<file path="src/rtl/gpt_pkg.sv">
package gpt_pkg;
    localparam int ADDR_W = 2;
    localparam int DATA_W = 16;

    localparam logic [ADDR_W-1:0] A_CTRL = 2'd0;
    localparam logic [ADDR_W-1:0] A_CNT  = 2'd1;
    localparam logic [ADDR_W-1:0] A_PER  = 2'd2;
    localparam logic [ADDR_W-1:0] A_FLAG = 2'd3;

    typedef struct packed {
        logic       irq_en;
        logic       stop_idle;
        logic [1:0] ps;
        logic       gate;
        logic       ext;
        logic       en;
    } ctrl_t;

    localparam int CTRL_W = $bits(ctrl_t);
endpackage

</file>
<file path="src/rtl/gpt_sync.sv">
module gpt_sync #(
    parameter int N      = 2,
    parameter int STAGES = 2
) (
    input  logic         clk,
    input  logic         rst_n,
    input  logic [N-1:0] din,
    output logic [N-1:0] level,
    output logic [N-1:0] rise,
    output logic [N-1:0] fall
);
    localparam int LEN = STAGES + 1;

    for (genvar g = 0; g < N; g++) begin : g_bit
        logic [LEN-1:0] chain_d, chain_q;

        always_comb begin
            chain_d = {chain_q[LEN-2:0], din[g]};
        end

        always_ff @(posedge clk) begin
            if (!rst_n) chain_q <= '0;
            else        chain_q <= chain_d;
        end

        assign level[g] = chain_q[STAGES-1];
        assign rise[g]  =  chain_q[STAGES-1] & ~chain_q[STAGES];
        assign fall[g]  = ~chain_q[STAGES-1] &  chain_q[STAGES];
    end
endmodule

</file>
<file path="src/rtl/gpt_prescaler.sv">
module gpt_prescaler #(
    parameter int PRE_W = 8
) (
    input  logic       clk,
    input  logic       rst_n,
    input  logic       run_i,
    input  logic       clr_i,
    input  logic       src_i,
    input  logic [1:0] sel_i,
    output logic       tick_o
);
    localparam int STEP = 3;

    typedef struct packed {
        logic [PRE_W-1:0] pre;
    } pre_st_t;

    pre_st_t          s_d, s_q;
    logic [PRE_W-1:0] term;

    always_comb begin
        if (sel_i == 2'd3) term = {PRE_W{1'b1}};
        else               term = PRE_W'((1 << (STEP * int'(sel_i))) - 1);
    end

    always_comb begin
        s_d    = s_q;
        tick_o = 1'b0;
        if (clr_i) begin
            s_d.pre = '0;
        end else if (run_i && src_i) begin
            if (s_q.pre == term) begin
                s_d.pre = '0;
                tick_o  = 1'b1;
            end else begin
                s_d.pre = s_q.pre + 1'b1;
            end
        end
    end

    always_ff @(posedge clk) begin
        if (!rst_n) s_q <= '0;
        else        s_q <= s_d;
    end
endmodule

</file>
<file path="src/rtl/gpt_core.sv">
module gpt_core
    import gpt_pkg::*;
#(
    parameter int CNT_W = 16
) (
    input  logic              clk,
    input  logic              rst_n,
    input  logic              wr_en,
    input  logic [ADDR_W-1:0] wr_addr,
    input  logic [DATA_W-1:0] wr_data,
    input  logic              tick_i,
    input  logic              gfall_i,
    output ctrl_t             ctrl_o,
    output logic [CNT_W-1:0]  cnt_o,
    output logic [CNT_W-1:0]  per_o,
    output logic              flag_o,
    output logic              match_o
);
    typedef struct packed {
        ctrl_t            ctrl;
        logic [CNT_W-1:0] cnt;
        logic [CNT_W-1:0] per;
        logic             flag;
    } core_st_t;

    core_st_t s_d, s_q;
    logic     wr_ctrl, wr_cnt, wr_per, wr_clr, match;

    always_comb begin
        wr_ctrl = wr_en && (wr_addr == A_CTRL);
        wr_cnt  = wr_en && (wr_addr == A_CNT);
        wr_per  = wr_en && (wr_addr == A_PER);
        wr_clr  = wr_en && (wr_addr == A_FLAG) && wr_data[0];
    end

    always_comb begin
        s_d   = s_q;
        match = 1'b0;
        if (wr_ctrl) s_d.ctrl = ctrl_t'(wr_data[CTRL_W-1:0]);
        if (wr_per)  s_d.per  = wr_data[CNT_W-1:0];
        if (wr_cnt) begin
            s_d.cnt = wr_data[CNT_W-1:0];
        end else if (tick_i) begin
            if (s_q.cnt == s_q.per) begin
                s_d.cnt = '0;
                match   = 1'b1;
            end else begin
                s_d.cnt = s_q.cnt + 1'b1;
            end
        end
        if (match || gfall_i) s_d.flag = 1'b1;
        else if (wr_clr)      s_d.flag = 1'b0;
    end

    always_ff @(posedge clk) begin
        if (!rst_n) s_q <= '0;
        else        s_q <= s_d;
    end

    assign ctrl_o  = s_q.ctrl;
    assign cnt_o   = s_q.cnt;
    assign per_o   = s_q.per;
    assign flag_o  = s_q.flag;
    assign match_o = match;
endmodule

</file>
<file path="src/rtl/gated_period_timer.sv">
module gated_period_timer
    import gpt_pkg::*;
#(
    parameter int CNT_W       = 16,
    parameter int PRE_W       = 8,
    parameter int SYNC_STAGES = 2
) (
    input  logic              clk,
    input  logic              rst_n,
    input  logic              wr_en,
    input  logic [ADDR_W-1:0] wr_addr,
    input  logic [DATA_W-1:0] wr_data,
    input  logic [ADDR_W-1:0] rd_addr,
    output logic [DATA_W-1:0] rd_data,
    input  logic              gate_i,
    input  logic              ext_clk_i,
    input  logic              idle_i,
    output logic              irq_o
);
    localparam int IDX_GATE = 0;
    localparam int IDX_EXT  = 1;
    localparam int NSYNC    = 2;

    ctrl_t            ctrl_q;
    logic [CNT_W-1:0] cnt_q, per_q;
    logic             flag_q, match_w;
    logic [NSYNC-1:0] s_lvl, s_rise, s_fall;
    logic             active, src, pre_clr, tick, gfall_evt;

    gpt_sync #(.N(NSYNC), .STAGES(SYNC_STAGES)) u_sync (
        .clk   (clk),
        .rst_n (rst_n),
        .din   ({ext_clk_i, gate_i}),
        .level (s_lvl),
        .rise  (s_rise),
        .fall  (s_fall)
    );

    always_comb begin
        active    = ctrl_q.en && !(idle_i && ctrl_q.stop_idle);
        if (ctrl_q.ext)       src = s_rise[IDX_EXT];
        else if (ctrl_q.gate) src = s_lvl[IDX_GATE];
        else                  src = 1'b1;
        pre_clr   = ctrl_q.en && wr_en && (wr_addr == A_CTRL || wr_addr == A_CNT);
        gfall_evt = active && !ctrl_q.ext && ctrl_q.gate && s_fall[IDX_GATE];
    end

    gpt_prescaler #(.PRE_W(PRE_W)) u_pre (
        .clk    (clk),
        .rst_n  (rst_n),
        .run_i  (active),
        .clr_i  (pre_clr),
        .src_i  (src),
        .sel_i  (ctrl_q.ps),
        .tick_o (tick)
    );

    gpt_core #(.CNT_W(CNT_W)) u_core (
        .clk     (clk),
        .rst_n   (rst_n),
        .wr_en   (wr_en),
        .wr_addr (wr_addr),
        .wr_data (wr_data),
        .tick_i  (tick),
        .gfall_i (gfall_evt),
        .ctrl_o  (ctrl_q),
        .cnt_o   (cnt_q),
        .per_o   (per_q),
        .flag_o  (flag_q),
        .match_o (match_w)
    );

    always_comb begin
        case (rd_addr)
            A_CTRL:  rd_data = DATA_W'(ctrl_q);
            A_CNT:   rd_data = DATA_W'(cnt_q);
            A_PER:   rd_data = DATA_W'(per_q);
            default: rd_data = DATA_W'(flag_q);
        endcase
    end

    assign irq_o = flag_q && ctrl_q.irq_en;
endmodule

</file>
<file path="config.mk">
export PLATFORM = sky130hd
export DESIGN_NAME = gated_period_timer
export DESIGN_NICKNAME = d
export VERILOG_FILES = /design/src/rtl/gpt_pkg.sv /design/src/rtl/gpt_sync.sv /design/src/rtl/gpt_prescaler.sv /design/src/rtl/gpt_core.sv /design/src/rtl/gated_period_timer.sv
export SDC_FILE = /design/constraint.sdc
export NUM_CORES = 1
export LEC_CHECK = 0
export BUFFER_PORTS_ARGS = -buffer_cell sky130_fd_sc_hd__buf_2
export CAP_MARGIN = 25
export CORE_UTILIZATION = 50
export DETAILED_ROUTE_END_ITERATION = 16
export GPL_TIMING_DRIVEN = 0
export PLACE_DENSITY = 0.71
export SLEW_MARGIN = 20
export SYNTH_ARGS = -nofsm -noshare
export SYNTH_HDL_FRONTEND = slang
export SYNTH_HIERARCHICAL = 1
export SYNTH_SLANG_ARGS = --single-unit
export TNS_END_PERCENT = 20
</file>
<file path="constraint.sdc">
create_clock -name clk -period 4.8 [get_ports clk]
set_clock_uncertainty 0.05 [all_clocks]
set_input_delay 0.96 -clock clk [delete_from_list [all_inputs] [get_ports clk]]
set_output_delay 0.96 -clock clk [all_outputs]
set_load 0.05 [all_outputs]
</file>
==> results by group, run 1 <==
Outcome
  – Status: finished, final reports clean

STA
  – # setup viols final: 0
  – Slew HR: 0.607
  – F_max: 300 MHz
  – Least-Margin Pin Slew: 0.589 ns
  – Setup tns final: 0 ns
  – Final Cycle Share: 0.695
  – Final hold vios: 0
  – Slew Limit Fails: 0
  – Unrepaired setup endpoints after global routing: false
  – Final min period: 3.34 ns

Clock tree
  – TritonCTS Buffers: 5
  – CTS Root Cell: clkbuf_8
  – Max clock buf depth: 2
  – Clock Latency Late Sink: 0.32 ns
  – Clock sinks: 54
  – Cts hold-fix bufs: 0
  – CTS tree: done
  – Postcts setup bufs: 0
  – H-tree levels: 2
  – Worst-path clk slew: 0.10 ns
  – Cts repair resizes: 0

Floorplan
  – Die Width: 80.7 um
  – Initial core utilization: 0.520
  – Row cnt: 28
  – Die area: approximately 6500 um^2
  – Die Height: just over 80 um
  – IO Pins: 43
  – Placeable Area: 5960 um^2

Routing
  – TritonRoute pass-1 iters: 5
  – Via count: between 2,000 and 3,000
  – Vias per cell: 5.84
  – Routed wire length: ~8400 um
  – Avg WL per Cell: about 17 um
  – DRT antenna net count: 0
  – Iter 0 DRT Violations: between 200 and 300
  – Post-route DRC: 0

Setup path
  – Capture point of the worst reg-to-reg path: u_core/cnt_o[13]
  – CP Class: input pin to flop
  – Crit Path Max Fanout: 10
  – CP arrival: 3.48 ns
  – Worst setup EP type: flop
  – Critical Path RT: 4.95 ns
  – Critical path launch point type: input pin
  – Worst R2R Path Depth: 9
  – R2r setup slk: 1.77 ns
  – R2R Path Start: u_core/ctrl_o[0]

Logic synthesis
  – Cell Area, Synth: ~3100 um^2
  – Synthesized net count: 392
  – Syn Area/Cell: 8.50 um^2
  – Number of synthesis warnings: 6
  – Cell count after synthesis: approximately 360

Layout
  – Nets: 439
  – Fraction of layout cells with a size suffix above 1: 0.175
  – Core Util, Final: 0.586
  – ANT cells: 0
  – Filler Cell Count: 578
  – Area grow syn2layout: 12.7%

Run
  – Max cap viols: 0

Global routing
  – Largest net degree at the start of global routing: 18
  – Global route overflow: 0
  – Initial antenna violation count: 0
  – First-pass GRT wire length: roughly 13,000 um
  – GRT Total Usage: 0.273
  – Vias in the first global route: 2,550

Min path
  – Hold_sp: u_sync/g_bit[0].chain_q[0]
  – Hold depth: 1
  – HP Class: flop to flop
  – Hold-critical path endpoint: u_sync/g_bit[0].chain_q[1]

Pwr
  – Share of total power in sequential cells: 0.532
  – Power Density: 258 nW/um^2
  – VDD IR max: 0.147 mV
  – P_int: 0.636 mW
  – Leakage: between 1 and 1.5 nW
  – Switching share of power: 0.294
  – Clk pwr share: 0.312
  – Combinational share of power: 0.156
  – P_sw: 0.265 mW

Placed design
  – Placer Congestion: between 0.9 and 1
  – Port buffer count: 40
  – Estimated wirelength of the detail-placed design: 6050 um
## cell usage in the layout (no fill, tap or decap), types with 2 or more instances in the layout
cell type	count
nor3b_1	11
a21boi_0	2
o211ai_1	5
inv_1	9
clkbuf_8	6
o2bb2ai_1	6
mux2i_1	15
clkinv_4	2
nor2b_1	5
o31ai_1	4
and2_1	7
buf_2	46
nor2b_4	2
ha_1	2
o21ai_0	10
nand2b_1	2
nor4_1	4
xnor2_1	31
a22o_1	9
dfxtp_1	54
a21oi_1	28
nand3b_1	2
nand2_1	51
nand4_1	11
nor2_1	16
buf_6	7
xor2_1	4
and3_1	3
nand3_1	10
nor3_1	12
o22ai_1	9
clkbuf_1	10
## final cells by class
| type | count | area, um^2 | share of cell area |
|---|---|---|---|
| multi-input cells | 274 | 1800 | 0.515 |
| repair buffers | 40 | 200 | 0.0574 |
| well taps | 75 | 93.8 | 0.0269 |
| clock buffers | 6 | 82.6 | 0.0237 |
| clock inverters | 2 | 17.5 | 0.00502 |
| inverters | 9 | 33.8 | 0.00968 |
| plain buffers | 27 | 183 | 0.0524 |
| flip-flops and latches | 54 | 1080 | 0.310 |
## metrics by stage
step           setup WS, ns  cell area, um^2  hold WS, ns  instances  power [mW]
2_1_floorplan          1.72             3090        0.356        364       0.582
3_3_place_gp           1.20             3390        0.362        479       0.626
3_5_place_dp           1.16             3390        0.363        479       0.628
4_1_cts                1.51             3490        0.387        487       0.905
5_1_grt                1.19             3490        0.408        487       0.939
6_report               1.46             3490        0.384        487       0.901
## registers in the layout, indices dropped and copies added, names as in the netlist
register	cells
u_sync/g_bit.chain_q	6
u_core/ctrl_o	7
u_core/cnt_o	16
u_core/per_o	16
u_core/flag_o	1
u_pre/s_q	8
## how the worst max path moves through the flow
stage                start               end  slack, ns  depth (start not counted)
floorplan           idle_i  u_core/cnt_o[13]       1.72                         10
global route        idle_i  u_core/cnt_o[13]       1.19                         10
CTS                 idle_i  u_core/cnt_o[13]       1.51                         10
detailed placement  idle_i  u_core/cnt_o[13]       1.16                         10
finish              idle_i  u_core/cnt_o[13]       1.46                         10
global placement    idle_i  u_core/cnt_o[13]       1.20                         10
## power by group through the flow
stage	registers (mW)	clock network (mW)	logic, mW
5_1_grt	0.482	0.305	0.152
4_1_cts	0.479	0.287	0.139
6_report	0.479	0.281	0.141
3_3_place_gp	0.489	0	0.137
2_1_floorplan	0.484	0	0.0976
3_5_place_dp	0.490	0	0.139
## critical path, cell delays in order
cell       delay [ns]
buf_2            0.10
a21boi_0         0.34
nand2_1          0.26
a2111oi_4        0.51
nor2b_1          0.19
buf_2            0.26
clkbuf_1         0.42
o21ai_0          0.15
o211ai_1         0.18
o31ai_4          0.11
## metal layers
| metal | GRT usage | wire length [um] | up-vias |
|---|---|---|---|
| li1 | - | - | 1387 |
| met1 | 0.373 | 3770 | 1327 |
| met2 | 0.443 | 3820 | 118 |
| met3 | 0.0398 | 691 | 10 |
| met4 | 0.0750 | 108 | 0 |
| met5 | 0 | 0 | - |
No activity file was read; power rests on OpenSTA's default activity.
==> inputs of run 2 (changes only) <==
--- a/config.mk
+++ b/config.mk
@@ -10,7 +10,7 @@
 export CORE_UTILIZATION = 50
 export DETAILED_ROUTE_END_ITERATION = 16
 export GPL_TIMING_DRIVEN = 0
-export PLACE_DENSITY = 0.71
+export PLACE_DENSITY = 0.74
 export SLEW_MARGIN = 20
 export SYNTH_ARGS = -nofsm -noshare
 export SYNTH_HDL_FRONTEND = slang
==> constraint.sdc (replaced) <==
create_clock -name clk -period 2.7 [get_ports clk]
set_clock_uncertainty 0.05 [all_clocks]
set_input_delay 0.54 -clock clk [delete_from_list [all_inputs] [get_ports clk]]
set_output_delay 0.54 -clock clk [all_outputs]
set_load 0.05 [all_outputs]
==> run 2 against run 1 <==
  * Die area is the same
  * Count of clock-buffer cells in the layout stayed put
  * Final area up 0.93%
  * Utilization is 0.55 points higher
  * Via count fell by 1.1%
==> results by group, run 2 (same netlist as run 1, synthesis figures left out) <==
Outcome
  – Status: finished, final reports clean

Pwr
  – Power Density: 471 nW/um^2 (+82%)
  – Leakage: 1.30 nW (+0.99%)
  – Total Power: 1.66 mW (+84%)
  – VDD IR max: 0.231 mV (+57%)

Clock tree
  – Max clock buf depth: 2 (unchanged)
  – Clock sinks: 54 (unchanged)
  – TritonCTS Buffers: 5 (unchanged)
  – H-tree levels: 2 (unchanged)
  – Clock Latency Late Sink: 0.31 ns (about the same)
  – CTS Root Cell: clkbuf_8
  – Worst-path clk slew: 0.10 ns (about the same)
  – CTS tree: done
  – Cts hold-fix bufs: 0 (unchanged)

Layout
  – Commonest non-fill, non-tap cell in the layout: dfxtp_1
  – Register area: 1080 um^2 (+0.12%)
  – Nets: 440 (+0.23%)
  – Multi-input gate area: 1810 um^2 (+0.56%)
  – Area grow syn2layout: 13.8%
  – ANT cells: 0 (unchanged)
  – Most frequent cells in the layout: dfxtp_1, nand2_1, buf_2, xnor2_1, a21oi_1
  – Filler Cell Count: 566 (-2.1%)
  – Non-Filler Instances: 488 (+0.21%)
  – Fraction of layout cells with a size suffix above 1: 0.186 (+0.0117)

STA
  – Final min period: roughly 2.5 ns
  – F_max: 396 MHz
  – Final hold vios: 0 (unchanged)
  – Slew Limit Fails: 0 (unchanged)
  – Final Cycle Share: 0.934
  – Slew HR: 0.545 (-0.0628)
  – Setup tns final: 0 ns (unchanged)
  – Unrepaired setup endpoints after global routing: false
  – Least-Margin Pin Slew: 0.683 ns (+0.0942 ns)
  – # setup viols final: 0 (unchanged)

Floorplan
  – Placeable Area: 5960 um^2 (unchanged)
  – Row cnt: 28 (unchanged)
  – Die Width: 80.7 um (unchanged)
  – Die area: 6510 um^2 (unchanged)
  – Die Height: 80.7 um (unchanged)
  – Initial core utilization: 0.520 (unchanged)
  – IO Pins: 43 (unchanged)

Setup path
  – Worst setup EP type: flop
  – CP Capture Point: u_core/cnt_o[13]
  – CP cell instances: nor4_1 > nand2_1 > a2111oi_4 > nor2b_1 > clkbuf_4 > nand2_1 > or2_1 > buf_6 > buf_12 > o31ai_4
  – Slowest CP cell: dfxtp_1
  – Slowest stage delay, CP: 0.38 ns (-0.13 ns)
  – CP startpoint: u_pre/s_q[5]
  – CP Class: flop to flop
  – CP arrival: 2.71 ns (-0.77 ns)
  – Critical path launch point type: flop
  – Critical Path RT: 2.88 ns (-2.07 ns)
  – Capture point of the worst reg-to-reg path: u_core/cnt_o[13]
  – CP dominant cell by count: nand2_1
  – R2r setup slk: 0.18 ns (-1.59 ns)
  – Crit Path Max Fanout: 10 (unchanged)
  – Worst R2R Path Depth: 10 (+1)
  – R2R Path Start: u_pre/s_q[5]

Placed design
  – Estimated wirelength of the detail-placed design: 5890 um (-2.6%)
  – Post-placement cell count: 479 (unchanged)
  – Placer Congestion: 0.937 (+3.7%)
  – Port buffer count: 40 (unchanged)

Run
  – Max cap viols: 0 (unchanged)

Global routing
  – Initial antenna violation count: 0 (unchanged)
  – Global route overflow: 0 (unchanged)
  – First-pass GRT wire length: 13,400 um (+2.3%)
  – GRT Total Usage: 0.273 (about the same)
  – Vias in the first global route: 2,595 (+1.8%)
  – Largest net degree at the start of global routing: 17 (-1)

Routing
  – Routed wire length: 8220 um (-2.0%)
  – TritonRoute pass-1 iters: 4 (-1)
  – DRT antenna net count: 0 (unchanged)
  – Vias per cell: 5.76 (-1.3%)
  – Post-route DRC: 0 (unchanged)
  – Avg WL per Cell: 16.8 um (-2.2%)
  – Iter 0 DRT Violations: 255 (-11%)
  – Via count: 2,811 (-1.1%)

Min path
  – HP Class: input pin to flop
-- run 2: area by class of cell --
cell class | instances | share of cell area
inverters | 9 | 0.00959
well taps | 75 | 0.0267
clock inverters | 2 | 0.0107
plain buffers | 27 | 0.0529
flip-flops and latches | 54 | 0.307
multi-input cells | 274 | 0.513
clock buffers | 6 | 0.0206
repair buffers | 41 | 0.0590
-- run 2: where the power goes --
part | total, mW | switching (mW) | internal (mW)
combinational | 0.256 | 0.157 | 0.0992
clock | 0.550 | 0.272 | 0.277
sequential | 0.852 | 0.0299 | 0.822
-- run 2: timing repair --
action / 4_1_cts / 5_1_grt
endpoints found under the setup margin: 16 / 16
pin swaps: 1 / 0
buffers inserted: 1 / 0
resized for setup: 1 / 6
-- run 2: layer usage --
metal	vias up	global-route usage	wire length, um
li1	1381	-	-
met1	1310	0.376	3710
met2	104	0.416	3760
met3	16	0.0511	558
met4	0	0.105	193
met5	-	0	0
-- run 2: worst max-delay path, delay by kind of cell, from the launching register on --
family,cells,cell delay [ns]
simple gates,5,0.98
buf+inv,3,0.50
compound gates,2,0.53
flops,1,0.38
-- run 2: through the flow --
| stage | hold slack, ns | area [um^2] | utilization | setup slack, ns |
|---|---|---|---|---|
| after floorplan | 0.356 | 3090 | - | 0.0388 |
| after global placement | 0.360 | 3390 | 0.569 | -0.476 |
| after detailed placement | 0.370 | 3390 | 0.569 | -0.543 |
| after CTS | 0.374 | 3510 | 0.589 | 0.0256 |
| after global routing | 0.372 | 3520 | 0.591 | 0.0476 |
| final | 0.377 | 3520 | 0.591 | 0.178 |
-- run 2: worst min path at each step --
stage	cells after the start	slack, ns	endpoint	startpoint
final	2	0.38	u_sync/g_bit[0].chain_q[0]	gate_i
after global routing	2	0.37	u_sync/g_bit[1].chain_q[0]	ext_clk_i
after CTS	2	0.37	u_sync/g_bit[0].chain_q[0]	gate_i
after detailed placement	1	0.37	u_sync/g_bit[1].chain_q[1]	u_sync/g_bit[1].chain_q[0]
after global placement	1	0.36	u_sync/g_bit[0].chain_q[1]	u_sync/g_bit[0].chain_q[0]
after floorplan	1	0.36	u_sync/g_bit[0].chain_q[1]	u_sync/g_bit[0].chain_q[0]
